<file path="src/rtl/cfgregs_pkg.sv">
package cfgregs_pkg;

    typedef enum logic {
        ST_RUN = 1'b0,
        ST_RST = 1'b1
    } card_state_e;

    typedef enum logic [2:0] {
        SEL_NONE = 3'd0,
        SEL_ROM  = 3'd1,
        SEL_OPT  = 3'd2,
        SEL_STAT = 3'd3,
        SEL_PIN  = 3'd4,
        SEL_SOCK = 3'd5
    } attr_sel_e;

    // register offsets above the attribute base
    localparam int OFS_OPT  = 0;
    localparam int OFS_STAT = 2;
    localparam int OFS_PIN  = 4;
    localparam int OFS_SOCK = 6;

    localparam logic [7:0] PIN_FIXED   = 8'h0C;
    localparam logic [7:0] STAT_INT_M  = 8'h02;
    localparam int         OPT_SRST_B  = 7;
    localparam int         STAT_PD_B   = 2;
    localparam int         PIN_RDY_B   = 5;

endpackage

</file>
<file path="src/rtl/attr_decode.sv">
module attr_decode
    import cfgregs_pkg::*;
#(
    parameter int AW        = 12,
    parameter int ATTR_BASE = 'h200,
    parameter int ROM_LEN   = 330
) (
    input  logic [AW-1:0] addr,
    output attr_sel_e     sel
);
    localparam logic [AW-1:0] BASE_A = AW'(ATTR_BASE);
    localparam logic [AW-1:0] LEN_A  = AW'(ROM_LEN);

    logic [AW-1:0] ofs;

    always_comb begin
        ofs = addr - BASE_A;
        sel = SEL_NONE;
        if (addr < BASE_A) begin
            sel = (addr < LEN_A) ? SEL_ROM : SEL_NONE;
        end else begin
            case (ofs)
                AW'(OFS_OPT):  sel = SEL_OPT;
                AW'(OFS_STAT): sel = SEL_STAT;
                AW'(OFS_PIN):  sel = SEL_PIN;
                AW'(OFS_SOCK): sel = SEL_SOCK;
                default:       sel = SEL_NONE;
            endcase
        end
    end

endmodule

</file>
<file path="src/rtl/cfg_state.sv">
module cfg_state
    import cfgregs_pkg::*;
(
    input  logic       clk,
    input  logic       rst_n,
    input  logic       wr_opt,
    input  logic       wr_stat,
    input  logic       sreset,
    input  logic [7:0] wdata,
    input  logic       drv_irq,
    output logic [7:0] opt_q,
    output logic [7:0] stat_q,
    output logic       rdy_q
);
    logic [3:0] mode_lo;
    logic       lvl_sel;
    logic [3:0] stat_w;    // stored bits 6,5,4,2
    logic       stat_int;
    logic       pd_flip;
    logic       unused_wbits;

    assign unused_wbits = &{1'b0, wdata[7], wdata[1]};
    assign pd_flip      = wdata[STAT_PD_B] ^ stat_w[0];

    always_ff @(posedge clk or negedge rst_n) begin
        if (!rst_n) begin
            mode_lo  <= '0;
            lvl_sel  <= 1'b0;
            stat_w   <= '0;
            stat_int <= 1'b0;
            rdy_q    <= 1'b0;
        end else if (sreset) begin
            mode_lo  <= '0;
            lvl_sel  <= 1'b0;
            stat_w   <= '0;
            stat_int <= 1'b0;
            rdy_q    <= 1'b0;
        end else begin
            stat_int <= drv_irq;
            if (wr_opt) begin
                mode_lo <= wdata[3:0];
                lvl_sel <= wdata[6];
            end
            if (wr_stat) begin
                stat_w <= {wdata[6:4], wdata[STAT_PD_B]};
                if (pd_flip) rdy_q <= 1'b1;
            end
        end
    end

    assign opt_q  = {1'b0, lvl_sel, 2'b00, mode_lo};
    assign stat_q = {1'b0, stat_w[3:1], 1'b0, stat_w[0], stat_int, 1'b0};

    AST_READY_STICKY: assert property (@(posedge clk) disable iff (!rst_n)
        ($past(rdy_q) && !$past(sreset)) |-> rdy_q);
    AST_STAT_HOLD: assert property (@(posedge clk) disable iff (!rst_n)
        (!$past(wr_stat) && !$past(sreset)) |-> $stable(stat_w));
    AST_RESET_CLEARS: assert property (@(posedge clk) disable iff (!rst_n)
        $past(sreset) |-> (opt_q == 8'h00 && !rdy_q));

endmodule

</file>
<file path="src/rtl/irq_gen.sv">
module irq_gen (
    input  logic clk,
    input  logic rst_n,
    input  logic drv_irq,
    input  logic ien,
    input  logic srst,
    input  logic sreset,
    output logic host_irq
);
    logic irq_d;

    always_comb begin
        irq_d = !drv_irq && !ien && !srst && !sreset;
    end

    always_ff @(posedge clk or negedge rst_n) begin
        if (!rst_n) host_irq <= 1'b0;
        else        host_irq <= irq_d;
    end

    AST_IRQ_IEN_MASK: assert property (@(posedge clk) disable iff (!rst_n)
        $past(ien) |-> !host_irq);
    AST_IRQ_ACTIVE_LOW: assert property (@(posedge clk) disable iff (!rst_n)
        $past(drv_irq) |-> !host_irq);

endmodule

</file>
<file path="src/rtl/cfg_attr_regs.sv">
module cfg_attr_regs
    import cfgregs_pkg::*;
#(
    parameter int AW        = 12,
    parameter int ATTR_BASE = 'h200,
    parameter int ROM_LEN   = 330,
    localparam int RW       = $clog2(ROM_LEN)
) (
    input  logic          clk,
    input  logic          rst_n,
    input  logic [AW-1:0] attr_addr,
    input  logic [7:0]    attr_wdata,
    input  logic          attr_we,
    input  logic          attr_re,
    output logic [7:0]    attr_rdata,
    output logic [RW-1:0] rom_addr,
    input  logic [7:0]    rom_data,
    input  logic          drv_irq,
    input  logic          dctl_ien,
    input  logic          dctl_srst,
    output logic [5:0]    mode,
    output logic          host_irq,
    output logic          card_rst
);
    attr_sel_e   sel;
    card_state_e state_q, state_d;
    logic        wr_opt, wr_stat, sreset;
    logic [7:0]  opt_q, stat_q, rd_mux;
    logic        rdy_q;

    attr_decode #(.AW(AW), .ATTR_BASE(ATTR_BASE), .ROM_LEN(ROM_LEN)) dec_i (
        .addr (attr_addr),
        .sel  (sel)
    );

    assign wr_opt  = attr_we && (sel == SEL_OPT);
    assign wr_stat = attr_we && (sel == SEL_STAT);
    assign sreset  = wr_opt && attr_wdata[OPT_SRST_B];

    cfg_state st_i (
        .clk     (clk),
        .rst_n   (rst_n),
        .wr_opt  (wr_opt),
        .wr_stat (wr_stat),
        .sreset  (sreset),
        .wdata   (attr_wdata),
        .drv_irq (drv_irq),
        .opt_q   (opt_q),
        .stat_q  (stat_q),
        .rdy_q   (rdy_q)
    );

    irq_gen irq_i (
        .clk      (clk),
        .rst_n    (rst_n),
        .drv_irq  (drv_irq),
        .ien      (dctl_ien),
        .srst     (dctl_srst),
        .sreset   (sreset),
        .host_irq (host_irq)
    );

    // soft-reset control FSM: next state
    always_comb begin
        state_d = state_q;
        unique case (state_q)
            ST_RUN: if (sreset) state_d = ST_RST;
            ST_RST: state_d = sreset ? ST_RST : ST_RUN;
            default: state_d = ST_RUN;
        endcase
    end

    always_ff @(posedge clk or negedge rst_n) begin
        if (!rst_n) state_q <= ST_RUN;
        else        state_q <= state_d;
    end

    // FSM outputs
    always_comb begin
        card_rst = 1'b0;
        unique case (state_q)
            ST_RUN: card_rst = 1'b0;
            ST_RST: card_rst = 1'b1;
            default: card_rst = 1'b0;
        endcase
    end

    // read path
    assign rom_addr = attr_addr[RW-1:0];
    assign mode     = opt_q[5:0];

    always_comb begin
        rd_mux = 8'h00;
        case (sel)
            SEL_ROM:  rd_mux = rom_data;
            SEL_OPT:  rd_mux = opt_q;
            SEL_STAT: rd_mux = dctl_ien ? (stat_q & ~STAT_INT_M) : stat_q;
            SEL_PIN:  rd_mux = PIN_FIXED | (8'(rdy_q) << PIN_RDY_B);
            default:  rd_mux = 8'h00;
        endcase
    end

    always_ff @(posedge clk or negedge rst_n) begin
        if (!rst_n)       attr_rdata <= 8'h00;
        else if (attr_re) attr_rdata <= rd_mux;
    end

    AST_RST_ONE_CYCLE: assert property (@(posedge clk) disable iff (!rst_n)
        card_rst |-> $past(sreset));
    AST_SOCK_ZERO: assert property (@(posedge clk) disable iff (!rst_n)
        $past(attr_re && sel == SEL_SOCK) |-> (attr_rdata == 8'h00));
    AST_PIN_FIXED: assert property (@(posedge clk) disable iff (!rst_n)
        $past(attr_re && sel == SEL_PIN) |-> ((attr_rdata & 8'hDF) == PIN_FIXED));

endmodule

</file>
<file path="config.mk">
export PLATFORM = sky130hd
export DESIGN_NAME = cfg_attr_regs
export DESIGN_NICKNAME = d
export VERILOG_FILES = /design/src/rtl/cfgregs_pkg.sv /design/src/rtl/attr_decode.sv /design/src/rtl/cfg_state.sv /design/src/rtl/irq_gen.sv /design/src/rtl/cfg_attr_regs.sv
export SDC_FILE = /design/constraint.sdc
export NUM_CORES = 1
export LEC_CHECK = 0
export ABC_AREA = 1
export BUFFER_PORTS_ARGS = -buffer_cell sky130_fd_sc_hd__buf_2
export CAP_MARGIN = 20
export CORE_MARGIN = 1.5
export CORE_UTILIZATION = 46
export DETAILED_ROUTE_END_ITERATION = 7
export GPL_TIMING_DRIVEN = 0
export PLACE_DENSITY = 0.78
export SYNTH_ARGS = -nofsm -noshare
export SYNTH_HDL_FRONTEND = slang
export SYNTH_SLANG_ARGS = --single-unit
</file>
<file path="constraint.sdc">
create_clock -name clk -period 1 [get_ports clk]
set_input_delay 0.05 -clock clk [delete_from_list [all_inputs] [get_ports clk]]
set_output_delay 0.05 -clock clk [all_outputs]
set_load 0.02 [all_outputs]
</file>
# After elaboration in Yosys (flattened, before gate mapping)
# Cells that the tools add are included.
# Widths: inputs -> output; s select.
dict set report totals {
  register_bits 21
  output_inout_bits 25
  wordCells 52
}
dict set report op_classes {
  n_addsub 1
  order_cmp 2
  n_eq_ne 7
  mux 17
  bitwise_logic 2
  n_reduce_logical 15
}
# operator count
set ops {}
lappend ops {{$pmux 8 s4} 1}
lappend ops {{$eq 12x3->1 const B} 2}
lappend ops {{$mux 4} 4}
lappend ops {{$eq 12x2->1 const B} 1}
lappend ops {{$logic_not 12->1} 1}
lappend ops {{$lt 12x10->1 const B} 1}
lappend ops {{$lt 12x9->1 const B} 1}
lappend ops {{$pmux 3 s4} 1}
lappend ops {{$sub 12x10->12 const B} 1}
lappend ops {{$mux 1} 8}
lappend ops {{$eq 3x2->1 const B} 2}
lappend ops {{$logic_and 1x1->1} 6}
lappend ops {{$reduce_bool 2->1} 3}
lappend ops {{$logic_not 1->1} 4}
lappend ops {{$eq 3x1->1 const B} 1}
lappend ops {{$eq 3x3->1 const B} 1}
lappend ops {{$mux 3} 1}
lappend ops {{$mux 2} 1}
lappend ops {{$pmux 1 s2} 1}
lappend ops {{$reduce_and 2->1} 1}
lappend ops {{$not 1->1} 1}
lappend ops {{$xor 1x1->1} 1}

# Longest topological paths before layout
dict set report logic_depth {
  depth_word 9
  depth_mapped 11
  ltp_nobuf 11
}

# Cells and area by module
# From an unflattened synthesis, not the netlist that was laid out.
dict set report unflattened {
  hier_cells 211
  area_unflattened_um2 1458.9
}
# module n_inst cells_per_inst area_per_inst_um2
set modules_own_cells {}
lappend modules_own_cells {cfg_attr_regs 1 97 688.2}
lappend modules_own_cells {cfg_state 1 60 511.7}
lappend modules_own_cells {attr_decode 1 46 207.7}
lappend modules_own_cells {irq_gen 1 8 51.3}

# Least setup slack after synthesis
# Ideal clock, no wire load.
dict set report synth_timing {
  path_type {input port to flip-flop}
  startpoint {input port attr_addr[9]}
  endpoint {register st_i.rdy_q}
  setup_time_ps 124
  arrival_ps 1047
  t_required_ps 876
  setup_slack_ps -171
  path_stages 8
  path_cell_list {inv_1 ha_1 nand3_1 nor2_4 nand4_2 buf_6 o211ai_1 nand2_1}
}
dict set report synth_via {
  elab_chain_len 9
  elab_cells_between_ends 19
}
# item line
set synth_lines {}
lappend synth_lines {{from (decl)} cfg_attr_regs.sv:11} ;# input logic [AW-1:0] attr_addr,
lappend synth_lines {{$sub 12x10->12} attr_decode.sv:17} ;# ofs = addr - BASE_A;
lappend synth_lines {{$eq 12x3->1 (tied with other cells)} attr_decode.sv:22} ;# case (ofs)
lappend synth_lines {{$pmux 3 s4} attr_decode.sv:22}
lappend synth_lines {{$mux 3 *} attr_decode.sv:19} ;# if (addr < BASE_A) begin
lappend synth_lines {{$eq 3x2->1} cfg_attr_regs.sv:36} ;# assign wr_opt = attr_we && (sel == SEL_OPT);
lappend synth_lines {{$logic_and 1x1->1} cfg_attr_regs.sv:36}
lappend synth_lines {{$logic_and 1x1->1} cfg_attr_regs.sv:38} ;# assign sreset = wr_opt && attr_wdata[OPT_SRST_B];
lappend synth_lines {{$reduce_bool 2->1 (no line)} -}
lappend synth_lines {{$reduce_and 2->1 (no line)} -}
lappend synth_lines {{to (signal assigned)} cfg_state.sv:31} ;# rdy_q <= 1'b0;
lappend synth_lines {{to (signal assigned)} cfg_state.sv:37} ;# rdy_q <= 1'b0;
lappend synth_lines {{to (signal assigned)} cfg_state.sv:46} ;# if (pd_flip) rdy_q <= 1'b1;
lappend synth_lines {{to (decl)} cfg_state.sv:13} ;# output logic rdy_q
# Every way passes the cells marked *; elsewhere a longest branch is shown, timed or not.
# A chain may end at the register's enable or synchronous reset.

# Worst setup path in the final report
# Same ends and word-level chain as after synthesis.

==> flow_summary.json <==
{
  "status": "finished clean",
  "grtUsageTotal_pct": 21.79,
  "grt-ovfl-total": 0,
  "crit_family": "buffers and inverters",
  "via_per_inst": 4.917,
  "peakVddDrop_uv": 1102,
  "clock_tree.buffer_depth": 2,
  "wl_per_cell_um": 11.48,
  "hold_path.class": "input port to flip-flop",
  "switching_power_mw": 0.4892,
  "pwr-share-seq_pct": 51.4,
  "period_minus_slack_ns": 0.9574,
  "path_class": "input port to flip-flop",
  "finClkSkew_ns": 0.008821,
  "grt_pass1_wl_um": 5637,
  "final_util_pct": 71.10,
  "pin_count": 60,
  "whs_ns": 0.01174,
  "regToRegStartpoint": "st_i.stat_w[0]$_DFFE_PN0P_",
  "area_delta_synth_final_pct": 47.27,
  "fillCellCount": 230,
  "netlist_area_sq_mm": 0.001331,
  "relSlewSlack_pct": 56.41,
  "p_clk_share_pct": 23.9,
  "clock_latency_ns": 0.30,
  "yosys.area.top_type_share_pct": 39.47,
  "whs_endpoint": "st_i.stat_w[0]$_DFFE_PN0P_",
  "port_buffers": 56,
  "p_per_area_mw_per_mm2": 865.5,
  "yosys.cell_types.count": 27,
  "drc": 0,
  "pwr-share-comb_pct": 24.7,
  "dp.cells": 266,
  "avgSynthCellArea_sq_um": 7.479,
  "path_buf_inv": 5,
  "fmax_mhz": 1045,
  "cap_viol_max_count": 0,
  "worstPathRequired_ns": 1.21,
  "vias": 1416,
  "p_sw_share_pct": 28.82,
  "gp_congestion": 0.8771,
  "cts_sinks": 21,
  "cts_tree": "yes",
  "n_antenna_cell": 0,
  "detail-route-antenna-nets": 0,
  "path_max_fanout": 6,
  "first_pass_iters": 4,
  "cts-htree-levels": 1,
  "nNetsFinal": 294,
  "initial_core_util_pct": 48.28,
  "cp_slowest_stage_delay_ns": 0.16,
  "die_x_um": 56.80,
  "fin_crit_sh_pct": 95.74,
  "clockRootBuffer": "clkbuf_4",
  "ys_seq_area_share_pct": 39.47,
  "cp.arrival_ns": 1.16,
  "drive_gt1_share_pct": 38.52,
  "layout_commonest_cell": "buf_2",
  "rsz0062_at_grt": "yes",
  "drt_iter0_markers": 39,
  "tightestPinTransition_ns": 0.6503,
  "r2r-end": "st_i.rdy_q$_DFFE_PN0P_",
  "startpoint_type": "input port",
  "die_h_um": 56.80,
  "final_hold_viol_count": 0,
  "slowest_stage": "buf_6",
  "grt_max_degree": 22,
  "cts_made_buffers": 3,
  "grt_pass1_vias": 1346,
  "antenna_found_initial": 0,
  "synth.top_cells.by_area": "dfrtp_1 39%, nand3_1 14%, nand2_1 12%",
  "die-area_sq_mm": 0.003226,
  "holdPathStages": 3,
  "wl_um": 3305,
  "yosysWarnings": 0,
  "mostFrequentLayoutCells": "54 x buf_2, 40 x nand2_1, 35 x nand3_1, 21 x dfrtp_1, 20 x inv_1",
  "cp_cell_sequence": "buf_12 -> inv_8 -> ha_4 -> inv_1 -> nand2_1 -> nand2_2 -> nor2_4 -> buf_12 -> nand4_4 -> buf_6 -> o211ai_1 -> nand2_1",
  "p_leak_nw": 1.109,
  "setup_viol": 0,
  "hpwl_um": 2369,
  "maxSlewViolCount": 0,
  "fin_cells": 288,
  "ys_ff_latch": 21,
  "core_area_sq_mm": 0.002758,
  "critPathCaptureType": "flip-flop",
  "reg2reg_depth": 3,
  "synth_cells": 178,
  "synth_top_area_cell": "dfrtp_1",
  "hp-start": "attr_wdata[2]",
  "r2r_setup_slack_ns": 0.09,
  "intPower_mw": 1.208,
  "path_clk_slew_ns": 0.12,
  "rows": 19
}
==> area by class of cell <==
type	instances	area [sq um]	area share, %
Buffer	14	108.9	5.552
Multi-Input combinational cell	121	676.9	34.52
Tap cell	31	38.79	1.978
Inverter	24	102.6	5.233
Clock buffer	3	22.52	1.149
Sequential cell	21	525.5	26.80
Clock inverter	1	5.005	0.2553
Timing Repair Buffer	73	480.5	24.51
==> metal layers <==
layer | routed length (um) | up-vias | track usage, %
li1 | - | 722 | -
met2 | 1713 | 34 | 38.04
met4 | 40 | 0 | 5.648
met1 | 1414 | 654 | 27.18
met3 | 137 | 6 | 4.839
met5 | 0 | - | 0
==> cell usage after synthesis <==
cell,n
buf_4,11
nand4_1,3
dfrtp_1,21
nor2_2,2
o211ai_1,1
inv_1,22
nand3b_1,1
ha_1,1
nand2_1,42
inv_2,1
nor2_8,1
nand3_1,36
xnor2_1,1
o21ai_0,5
nand4_2,1
nor3_1,1
clkinv_1,1
clkbuf_1,1
conb_1,1
o21bai_1,1
nor3_2,1
nor2_1,11
nand2_2,2
buf_6,2
o21ai_1,4
nor2_4,3
nand3_2,1
==> worst register-to-register path, stage by stage (launching register included) <==
cell and delay [ns]:
dfrtp_1 0.44, xnor2_1 0.14, o211ai_1 0.17, nand2_1 0.06
==> cells by family (layout without fill, tap and decap cells) <==
group / count (synthesis) / in the layout / share of synthesized area (%)
and+or+nand+nor: 105 / 106 / 39.19
buffers and inverters: 38 / 115 / 14.94
DFF: 21 / 21 / 39.47
AOI/OAI and AO/OA: 11 / 11 / 4.511
adders and majority gates: 1 / 1 / 0.9397
other: 1 / 2 / 0.2817
xor gates and xnor gates: 1 / 1 / 0.6580
==> how the worst max path moves through the flow <==
stage,startpoint,to,cells past startpoint
global route,attr_addr[9],st_i.rdy_q$_DFFE_PN0P_,12
detailed placement,attr_addr[9],st_i.rdy_q$_DFFE_PN0P_,9
floorplan,attr_addr[9],st_i.rdy_q$_DFFE_PN0P_,8
CTS,attr_addr[10],st_i.rdy_q$_DFFE_PN0P_,10
global placement,attr_addr[9],st_i.rdy_q$_DFFE_PN0P_,9
finish,attr_addr[9],st_i.rdy_q$_DFFE_PN0P_,12
==> through the flow <==
step	cell area (sq um)	setup TNS, ns	total power [mW]	setup WS [ns]
after floorplan	1373	-0.2173	1.083	-0.06719
after global placement	1692	-6.002	1.230	-0.3553
after detailed placement	1692	-6.290	1.234	-0.3699
after CTS	1928	0	1.686	0.001910
after global routing	1961	-0.1378	1.778	-0.04570
final	1961	0	1.697	0.04264
==> repair_timing <==
item | CTS | global route
gates cloned | 3 | 0
pin swaps | 2 | 7
hold buffers | 11 | 0
buffers inserted | 3 | 1
endpoints found under the hold margin | 30 | 0
gates resized for setup | 10 | 7
setup endpoints to repair | 9 | 18
==> sequential cells by signal (all words and copies together) (netlist names) <==
register and count:
attr_rdata 8, st_i.mode_lo 4, st_i.stat_w 4, irq_i.host_irq 1
st_i.lvl_sel 1, st_i.rdy_q 1, st_i.stat_int 1, state_q 1
==> power groups by stage <==
stage,Combinational (mW),Sequential (mW),Clock (mW)
after floorplan,0.179,0.904,0
after global placement,0.343,0.888,0
after detailed placement,0.346,0.889,0
after CTS,0.403,0.872,0.411
after global routing,0.457,0.874,0.448
final,0.419,0.872,0.406
Power figures use the tool's default switching activity.
